===== src/rtl/irq_pkg.sv =====
package irq_pkg;
    localparam int UNIT_LINES  = 8;
    localparam int IDX_W       = $clog2(UNIT_LINES);
    localparam int TOTAL_LINES = 2 * UNIT_LINES;
    localparam int VEC_W       = IDX_W + 1;
    localparam int CASC_IDX    = 2;
    localparam int LEGACY_LINE = 2;
    localparam int REMAP_LINE  = 9;

    typedef logic [UNIT_LINES-1:0] lines_t;

    typedef struct packed {
        logic             hit;
        logic [IDX_W-1:0] idx;
    } pick_t;

    typedef enum logic {GIE_OFF = 1'b0, GIE_ON = 1'b1} gie_e;

    // lowest set index wins (highest priority)
    function automatic pick_t pick_lowest(input lines_t v);
        pick_t p;
        p = '0;
        for (int i = UNIT_LINES - 1; i >= 0; i--) begin
            if (v[i]) begin
                p.hit = 1'b1;
                p.idx = IDX_W'(i);
            end
        end
        return p;
    endfunction

    function automatic lines_t idx_onehot(input logic [IDX_W-1:0] i);
        lines_t o;
        o = '0;
        o[i] = 1'b1;
        return o;
    endfunction
endpackage


===== src/rtl/irq_edge_bank.sv =====
module irq_edge_bank #(
    parameter int W = 16
) (
    input  logic         clk,
    input  logic         rst,
    input  logic [W-1:0] lvl,
    output logic [W-1:0] rise
);
    logic [W-1:0] prev_q;

    always_ff @(posedge clk) begin
        if (rst) prev_q <= '0;
        else     prev_q <= lvl;
    end

    assign rise = lvl & ~prev_q;


    held_line_single_edge_chk: assert property (@(posedge clk) disable iff (rst)
        (rise != '0) |=> ((rise & $past(rise)) == '0));
endmodule


===== src/rtl/irq_prio_unit.sv =====
module irq_prio_unit
    import irq_pkg::*;
#(
    parameter bit HAS_CASC = 1'b0
) (
    input  logic             clk,
    input  logic             rst,
    input  lines_t           rise,
    input  logic             casc_req,
    input  lines_t           mask,
    input  logic             take,
    input  logic             done,
    output logic             int_out,
    output logic [IDX_W-1:0] win_idx,
    output lines_t           isr
);
    localparam lines_t CASC_BIT = HAS_CASC ? lines_t'(1 << CASC_IDX) : '0;

    lines_t irr_q, isr_q, req_vec, mask_eff, cand, take_vec, done_vec, rise_eff;
    pick_t  win, top;

    generate
        if (HAS_CASC) begin : g_casc
            // cascade slot is a live level from the chained unit, never masked
            assign req_vec  = (irr_q & ~CASC_BIT) | (CASC_BIT & {UNIT_LINES{casc_req}});
            assign mask_eff = mask & ~CASC_BIT;
        end else begin : g_leaf
            assign req_vec  = irr_q | (CASC_BIT & {UNIT_LINES{casc_req}});
            assign mask_eff = mask;
        end
    endgenerate

    assign rise_eff = rise & ~CASC_BIT;
    assign cand     = req_vec & ~mask_eff;

    always_comb begin
        win      = pick_lowest(cand);
        top      = pick_lowest(isr_q);
        int_out  = win.hit && (!top.hit || (win.idx < top.idx));
        take_vec = take ? idx_onehot(win.idx) : '0;
        done_vec = (done && top.hit) ? idx_onehot(top.idx) : '0;
    end

    always_ff @(posedge clk) begin
        if (rst) begin
            irr_q <= '0;
            isr_q <= '0;
        end else begin
            irr_q <= (irr_q | (rise_eff & ~isr_q)) & ~take_vec;
            isr_q <= (isr_q | take_vec) & ~done_vec;
        end
    end

    assign win_idx = win.idx;
    assign isr     = isr_q;


    take_needs_int_chk: assert property (@(posedge clk) disable iff (rst)
        take |-> int_out);

    take_enters_service_chk: assert property (@(posedge clk) disable iff (rst)
        take |=> isr_q[$past(win_idx)]);

    pend_service_disjoint_chk: assert property (@(posedge clk) disable iff (rst)
        (irr_q & isr_q) == '0);

    done_retires_top_chk: assert property (@(posedge clk) disable iff (rst)
        (done && top.hit && !take) |=> !isr_q[$past(top.idx)]);
endmodule


===== src/rtl/irq_cascade_ctrl.sv =====
module irq_cascade_ctrl
    import irq_pkg::*;
(
    input  logic                   clk,
    input  logic                   rst,
    input  logic [TOTAL_LINES-1:0] irq_in,
    input  logic                   gie_set,
    input  logic                   gie_clr,
    input  logic                   mask_wr,
    input  logic [TOTAL_LINES-1:0] mask_data,
    output logic                   int_req,
    input  logic                   int_ack,
    input  logic                   eoi,
    output logic                   vec_valid,
    output logic [VEC_W-1:0]       vec_num
);
    logic [TOTAL_LINES-1:0] lvl, rise, mask_q;
    gie_e                   gie_q;
    lines_t                 p_isr, s_isr;
    logic                   p_int, s_int, ack_go, casc_win, take_s, done_s;
    logic [IDX_W-1:0]       p_win, s_win;
    pick_t                  p_top;
    logic [VEC_W-1:0]       vec_d;

    // old line-2 pin feeds line 9; line 2 itself is the cascade slot
    always_comb begin
        lvl             = irq_in;
        lvl[REMAP_LINE] = irq_in[REMAP_LINE] | irq_in[LEGACY_LINE];
        lvl[LEGACY_LINE] = 1'b0;
    end

    irq_edge_bank #(.W(TOTAL_LINES)) u_edges (
        .clk (clk),
        .rst (rst),
        .lvl (lvl),
        .rise(rise)
    );

    always_ff @(posedge clk) begin
        if (rst) begin
            gie_q  <= GIE_OFF;
            mask_q <= '0;
        end else begin
            if (gie_clr)      gie_q <= GIE_OFF;
            else if (gie_set) gie_q <= GIE_ON;
            if (mask_wr) mask_q <= mask_data;
        end
    end

    always_comb begin
        p_top    = pick_lowest(p_isr);
        int_req  = (gie_q == GIE_ON) && p_int;
        ack_go   = int_ack && int_req;
        casc_win = (p_win == IDX_W'(CASC_IDX));
        take_s   = ack_go && casc_win;
        done_s   = eoi && p_top.hit && (p_top.idx == IDX_W'(CASC_IDX));
        vec_d    = casc_win ? {1'b1, s_win} : {1'b0, p_win};
    end

    irq_prio_unit #(.HAS_CASC(1'b1)) u_primary (
        .clk     (clk),
        .rst     (rst),
        .rise    (rise[UNIT_LINES-1:0]),
        .casc_req(s_int),
        .mask    (mask_q[UNIT_LINES-1:0]),
        .take    (ack_go),
        .done    (eoi),
        .int_out (p_int),
        .win_idx (p_win),
        .isr     (p_isr)
    );

    irq_prio_unit #(.HAS_CASC(1'b0)) u_secondary (
        .clk     (clk),
        .rst     (rst),
        .rise    (rise[TOTAL_LINES-1:UNIT_LINES]),
        .casc_req(1'b0),
        .mask    (mask_q[TOTAL_LINES-1:UNIT_LINES]),
        .take    (take_s),
        .done    (done_s),
        .int_out (s_int),
        .win_idx (s_win),
        .isr     (s_isr)
    );

    always_ff @(posedge clk) begin
        if (rst) begin
            vec_valid <= 1'b0;
            vec_num   <= '0;
        end else begin
            vec_valid <= ack_go;
            if (ack_go) vec_num <= vec_d;
        end
    end


    gie_clr_blocks_chk: assert property (@(posedge clk) disable iff (rst)
        gie_clr |=> !int_req);

    vec_after_ack_chk: assert property (@(posedge clk) disable iff (rst)
        vec_valid |-> $past(int_ack && int_req));

    upper_holds_slot_chk: assert property (@(posedge clk) disable iff (rst)
        (s_isr != '0) |-> p_isr[CASC_IDX]);

    no_vector_two_chk: assert property (@(posedge clk) disable iff (rst)
        vec_valid |-> (vec_num != VEC_W'(LEGACY_LINE)));
endmodule


===== config.mk =====
export PLATFORM = sky130hd
export DESIGN_NAME = irq_cascade_ctrl
export DESIGN_NICKNAME = d
export VERILOG_FILES = /design/src/rtl/irq_pkg.sv /design/src/rtl/irq_edge_bank.sv /design/src/rtl/irq_prio_unit.sv /design/src/rtl/irq_cascade_ctrl.sv
export SDC_FILE = /design/constraint.sdc
export NUM_CORES = 1
export LEC_CHECK = 0
export ABC_AREA = 1
export BUFFER_PORTS_ARGS = -buffer_cell sky130_fd_sc_hd__buf_4
export CAP_MARGIN = 20
export CORE_UTILIZATION = 35
export DETAILED_ROUTE_END_ITERATION = 16
export SLEW_MARGIN = 0
export SYNTH_ARGS = -nofsm -noshare
export SYNTH_HDL_FRONTEND = slang
export SYNTH_SLANG_ARGS = --single-unit

===== constraint.sdc =====
create_clock -name clk -period 3 [get_ports clk]
set_input_delay 0.6 -clock clk [delete_from_list [all_inputs] [get_ports clk]]
set_output_delay 0.6 -clock clk [all_outputs]
set_load 0.03 [all_outputs]

==> impl_metrics.csv, run 1 <==
group,metric,value,unit
floorplanning,num_rows,34,
power,power.leakage,2.08,nW
hold_path,min_from,"gie_clr",
power,powerDensity,496,nW/um2
outcome,outcome,"finished, violations left",
worst_setup_path,critPathMostFrequentCell,"nand2_1",
worst_setup_path,crit_arrival,2.90,ns
worst_setup_path,r2r_slack,-0.15,ns
worst_setup_path,rr_worst_depth,23,
sta,fin_crit,3.50,ns
worst_setup_path,crit_fanout,2,
clocking,cts_made_buffers,9,
yosys,syn-num-nets,504,
place,routabilityCongestion,0.848,
clocking,cts_sinks,67,
clocking,clk_pin_slew,0.07,ns
clocking,cts_tree,"done",
sta,finalHoldViolCount,0,
floorplanning,fp.dieW,97.5,um
sta,fmax,286,MHz
finish,drive_above_1_share,29.6,%
yosys,syn_avg_cell_area,6.91,um2
yosys,ys_types,32,
power,clkPwrFrac,35.5,%
worst_setup_path,required,2.40,ns
worst_setup_path,critPathMaxStageDelay,0.36,ns
sta,slew_viol_final,0,
hold_path,hold_path_depth,2,
global_route,overflow,0,
floorplanning,die_h,97.5,um
power,peakVddDrop,0.370,mV
sta,relSlewSlack,60.5,%
sta,setup_viol,23,
routing,postRouteAntennaNets,0,
worst_setup_path,slowest_stage,"a311o_1",
clocking,clkLatencyLatePin,0.35,ns
floorplanning,start_util,36.5,%
global_route,grt_pass1_vias,2997,
global_route,grt_pass1_wl,13.4,mm
routing,routed_wl,8.03,mm
place,dpl.hpwl,5.88,mm
power,combPwrFrac,20.8,%
finish,fill_cells,886,
yosys,seq_area_frac_synth,42.0,%
floorplanning,dieArea,9510,um2
clocking,cts-root-buf,"clkbuf_8",
worst_setup_path,r2r_end,"vec_num[3]",
yosys,ys_warn_count,0,
finish,stdcell_area,4420,um2
finish,final_common_cell,"buf_4",
finish,final_cell_mix,"buf_4 (91), nor2_1 (82), inv_1 (75), nand2_1 (73), dfxtp_1 (65)",
worst_setup_path,crit_type,"flip-flop to output pin",
hold_path,hold_class,"primary input to flip-flop",
power,p_switching,0.000610,W
sta,timing.final.crit_share,117,%
clocking,cts_max_level,3,
global_route,antenna_found_initial,0,
outcome,failed_checks,"setup timing",
place,place_area,3960,um2
routing,drc_errors,0,
yosys,syn_inst,462,
sta,whs,0.400,ns
finish,layout.cells.non_filler,672,
routing,vias_per_cell,4.68,
yosys,synth_area,3190,um2
global_route,grt_max_degree,29,
sta,finClkSkew,0.00776,ns
power,p_seq_share,43.7,%
worst_setup_path,critical_path.cell_chain,"nor2_1 -> inv_1 -> nand3_2 -> a311o_1 -> ha_1 -> nand2_2 -> inv_2 -> nand2_1 -> nand2_1 -> nand2_1 -> nand2_2 -> nand3_4 -> nor2_4 -> ha_1 -> a21boi_2 -> nand2_1 -> nand2_2 -> a21oi_4 -> buf_6",
finish,nNetsFinal,603,
routing,drt_first_pass_iters,4,
hold_path,hold_end,"gie_q",
routing,routedWlPerCell,11.9,um
floorplanning,pin_count,45,
floorplanning,core-area,8760,um2
worst_setup_path,worstSetupEndpointType,"output pin",
power,switching_share,27.9,%
clocking,holdBufCountCts,0,
routing,dr.first_iter.drc_count,110,
routing,vias,3144,
sta,fin_ws,-0.496,ns
sta,rsz0062_at_grt,"true",
clocking,clk_path_buf_depth,2,
place,port_buffers,43,
place,dp.cells,648,
yosys,ys_ff_latch,67,
global_route,gr-usage-all-layers,17.7,%
worst_setup_path,cp-start-kind,"flip-flop",
finish,area_growth,38.3,%
run,maxCapViolCount,0,
finish,diodes,0,
power,power.internal,0.00158,W
sta,tightest_slew,0.593,ns
worst_setup_path,reg2reg_from,"u_secondary.isr[7]",
place,pre_cts_ws,-0.218,ns
state kept, by name (all words and copies together), names as in the netlist:
signal and cells:
mask_q 15, u_primary.irr_q 7, u_primary.isr 8, vec_num 4, vec_valid 1, u_secondary.isr 8, gie_q 1, u_secondary.irr_q 8
u_edges.prev_q 15
through the flow:
| stage | util, % | total power, W | setup TNS, ns |
|---|---|---|---|
| 4_1_cts | 48.8 | 0.00218 | -0.616 |
| 2_1_floorplan | - | 0.00122 | -0.193 |
| 3_5_place_dp | 45.2 | 0.00138 | -2.01 |
| 3_3_place_gp | 45.2 | 0.00137 | -1.17 |
| 6_report | 50.4 | 0.00219 | -2.35 |
| 5_1_grt | 50.4 | 0.00230 | -8.43 |
cells by family after synthesis:
group	count (synthesis)	share of synthesized area, %
and+or+nand+nor	236	33.3
AOI/OAI and AO/OA	67	12.3
adders and majority gates	3	1.18
DFF	67	42.0
buffers and inverters	89	11.2
worst max-delay path, delay by kind of cell (launching register included):
kind,cells,cell delay [ns]
compound gates,3,0.66
fa+ha+maj,2,0.59
buf+inv,3,0.26
flops,1,0.33
simple gates,11,0.72
Yosys cell counts:
master | instances | area [um2]
buf_1 | 1 | 3.75
or2_1 | 1 | 6.26
nor2_8 | 1 | 20.0
buf_6 | 3 | 33.8
nand2_2 | 7 | 43.8
a21oi_2 | 1 | 8.76
a21boi_2 | 1 | 11.3
nor4_1 | 2 | 12.5
dfxtp_1 | 67 | 1340
a21oi_1 | 30 | 150
nand3_2 | 2 | 20.0
o21a_1 | 1 | 7.51
nor3_1 | 14 | 70.1
ha_1 | 3 | 37.5
nand3_1 | 30 | 150
nor2_2 | 9 | 56.3
nand2_1 | 76 | 285
o21ai_0 | 21 | 105
o21ai_1 | 2 | 10.0
inv_2 | 1 | 3.75
nor2_1 | 88 | 330
o31ai_1 | 7 | 52.6
inv_1 | 77 | 289
clkbuf_1 | 6 | 22.5
nor3b_2 | 1 | 12.5
a21oi_4 | 2 | 32.5
a311o_1 | 1 | 10.0
nand2_4 | 2 | 22.5
a31oi_1 | 1 | 6.26
or2_2 | 2 | 12.5
nand4_4 | 1 | 21.3
clkinv_2 | 1 | 5.00
cell type report:
cell class                      instances  area (um2)  area share [%]
Clock buffer                           12         165            3.74
Timing Repair Buffer                   97         751            17.0
Sequential cell                        67        1340            30.4
Tap cell                              108         135            3.06
Inverter                               79         298            6.74
Clock inverter                          2        35.0           0.793
Multi-Input combinational cell        307        1690            38.3
worst max path at each step:
stage | start | endpoint | cells after the start
final | u_secondary.isr[7] | int_req | 19
after CTS | u_secondary.isr[2] | int_req | 19
after global routing | u_secondary.isr[0] | int_req | 19
after detailed placement | u_secondary.isr[2] | int_req | 19
after floorplan | u_secondary.isr[0] | int_req | 18
after global placement | u_secondary.isr[2] | int_req | 19
routing by layer:
layer	up-vias	GRT usage, %	wire, um
met5	-	0	0
met4	0	6.67	155
met3	15	4.96	342
met2	60	30.6	3990
met1	1421	20.8	3540
li1	1648	-	-
power groups by stage:
stage	logic, W	registers, W	clock network (W)
finish	0.000456	0.000957	0.000777
global route	0.000506	0.000962	0.000837
CTS	0.000429	0.000957	0.000797
detailed placement	0.000402	0.000977	0
global placement	0.000396	0.000977	0
floorplan	0.000248	0.000974	0
repair_timing:
action | in CTS | in global routing
setup buffers | 6 | 3
cloned | 1 | 0
pin swaps | 7 | 7
setup endpoints to repair | 27 | 37
resized for setup | 13 | 29
hold endpoints to repair | 0 | 0
Note: power is estimated with default switching activity, not from simulation.
==> inputs of run 2 (changes only) <==
- CORE_UTILIZATION: 35 -> 50
- PLACE_DENSITY: not set -> 0.74
==> run 2 against run 1 <==
Against the previous run: the run still ends with setup timing left; global-route usage increased by 8.5 points; utilization increased by 23 points; non-clock buffer count decreased by 4; clock skew decreased by 0.0019 ns; via count increased by 2.0%; clock power increased by 21%; clock-buffer cell count decreased by 2.
==> impl_metrics.csv, run 2 (same netlist as run 1, synthesis figures left out) <==
group,metric,value,unit
clocking,clkLatencyLatePin,0.35,ns
floorplanning,core-area,6030,um2
global_route,grt_pass1_wl,13.0,mm
clocking,cts_tree,"done",
clocking,holdBufCountCts,0,
clocking,cts-root-buf,"clkbuf_8",
routing,dr.first_iter.drc_count,231,
clocking,cts_sinks,67,
finish,fin_util,73.8,%
worst_setup_path,cp-start-kind,"flip-flop",
outcome,outcome,"finished, violations left",
clocking,cts_made_buffers,9,
finish,area_growth,39.2,%
run,maxCapViolCount,0,
routing,drt_first_pass_iters,4,
finish,final_common_cell,"buf_4",
global_route,grt_pass1_vias,2956,
routing,drc_errors,0,
routing,routed_wl,8.45,mm
routing,m1WireLength,3.48,mm
finish,drive_above_1_share,32.2,%
clocking,clk_pin_slew,0.07,ns
floorplanning,num_rows,28,
clocking,cts_max_level,3,
floorplanning,start_util,53.0,%
finish,nNetsFinal,599,
sta,tightest_slew,0.605,ns
sta,finalHoldViolCount,0,
finish,reg_top3,"mask_q x15, u_edges.prev_q x15",
place,dp.cells,610,
sta,setup_viol,8,
worst_setup_path,worstSetupEndpointType,"output pin",
routing,met2_length,4.38,mm
floorplanning,pin_count,45,
hold_path,hold_class,"primary input to flip-flop",
sta,relSlewSlack,59.6,%
place,dpl.hpwl,5.83,mm
global_route,grt_max_degree,29,
finish,layout.cells.non_filler,637,
place,port_buffers,43,
floorplanning,dieArea,6710,um2
finish,diodes,0,
global_route,gr-usage-all-layers,26.3,%
worst_setup_path,crit_fanout,3,
place,routabilityCongestion,0.905,
worst_setup_path,crit_type,"flip-flop to output pin",
global_route,antenna_found_initial,0,
sta,slew_viol_final,0,
sta,finalSetupTns,-0.646,ns
sta,finClkSkew,0.00591,ns
place,pre_cts_ws,-0.197,ns
worst_setup_path,crit_arrival,2.89,ns
floorplanning,fp.dieW,81.9,um
routing,route.met3.wl,393,um
floorplanning,die_h,81.9,um
global_route,overflow,0,
power,power.leakage,2.10,nW
outcome,failed_checks,"setup timing",
routing,vias_per_cell,5.04,
clocking,clk_path_buf_depth,2,
sta,fmax,286,MHz
worst_setup_path,required,2.40,ns
routing,postRouteAntennaNets,0,
finish,final_cell_mix,"buf_4 (87), nor2_1 (80), nand2_1 (73), inv_1 (70), dfxtp_1 (60)",
sta,timing.final.crit_share,116,%
finish,fill_cells,492,
power,powerDensity,531,nW/um2
sta,rsz0062_at_grt,"true",
power,peakVddDrop,0.508,mV
sta,fin_crit,3.49,ns
routing,vias,3208,
routing,routed.top_layer,"met4",
sta,fin_ws,-0.491,ns
routing,routedWlPerCell,13.3,um
run 2: cell count changes in the layout (fill, tap and decap cells not counted), sizes merged:
cell,delta
inv,+1
clkinvlp,+1
bufinv,+2
buf,-4
clkbuf,-2
run 2: power breakdown:
group,internal (W),switching (W),leakage [nW]
clock,0.000576,0.000363,0.123
combinational,0.000200,0.000265,1.42
sequential,0.000935,0.0000220,0.557
run 2: worst paths after layout:
check                                        start    endpoint  slack [ns]  cells after the start
worst max-delay path            u_secondary.isr[3]     int_req       -0.49                     19
worst min-delay path                       gie_clr       gie_q        0.41                      2
worst max register to register  u_secondary.isr[3]  vec_num[2]       -0.03                     22
worst min register to register          mask_q[14]  mask_q[14]        0.47                      2
run 2: critical path: stages, from the launching register on:
cell and delay [ns]:
dfxtp_4 0.36, nor4_4 0.27, inv_1 0.09, nor2_2 0.12, inv_2 0.07, ha_4 0.26, nand2_2 0.04, inv_2 0.03
nand2_1 0.04, nand2_1 0.05, nand2_1 0.06, nand2_2 0.07, nand3_2 0.09, nor2_4 0.16, ha_4 0.21, a21boi_2 0.14
nand2_1 0.08, nand2_2 0.08, a21oi_4 0.17, buf_6 0.15
run 2: metal layers:
metal | track usage (%) | up-vias
li1 | - | 1642
met1 | 30.1 | 1465
met2 | 46.0 | 84
met3 | 6.89 | 17
met4 | 10.5 | 0
met5 | 0 | -
run 2: through the flow:
| step | power [W] | hold WS, ns | area, um2 |
|---|---|---|---|
| after floorplan | 0.00122 | 0.434 | 3220 |
| after global placement | 0.00136 | 0.454 | 3880 |
| after detailed placement | 0.00137 | 0.459 | 3880 |
| after CTS | 0.00233 | 0.401 | 4260 |
| after global routing | 0.00246 | 0.396 | 4450 |
| final | 0.00236 | 0.405 | 4450 |
run 2: timing repair:
action / CTS / global route
setup endpoints to repair: 24 / 37
gates cloned: 1 / 0
pin swaps: 12 / 16
setup buffers: 6 / 6
gates resized for setup: 14 / 45
run 2: final cells by class:
type / instances / area (um2) / share of cell area [%]
clock inverters: 6 / 111 / 2.50
well taps: 75 / 93.8 / 2.11
inverters: 79 / 298 / 6.70
repair buffers: 93 / 729 / 16.4
multi-input cells: 307 / 1720 / 38.7
flip-flops and latches: 67 / 1360 / 30.5
clock buffers: 10 / 138 / 3.10
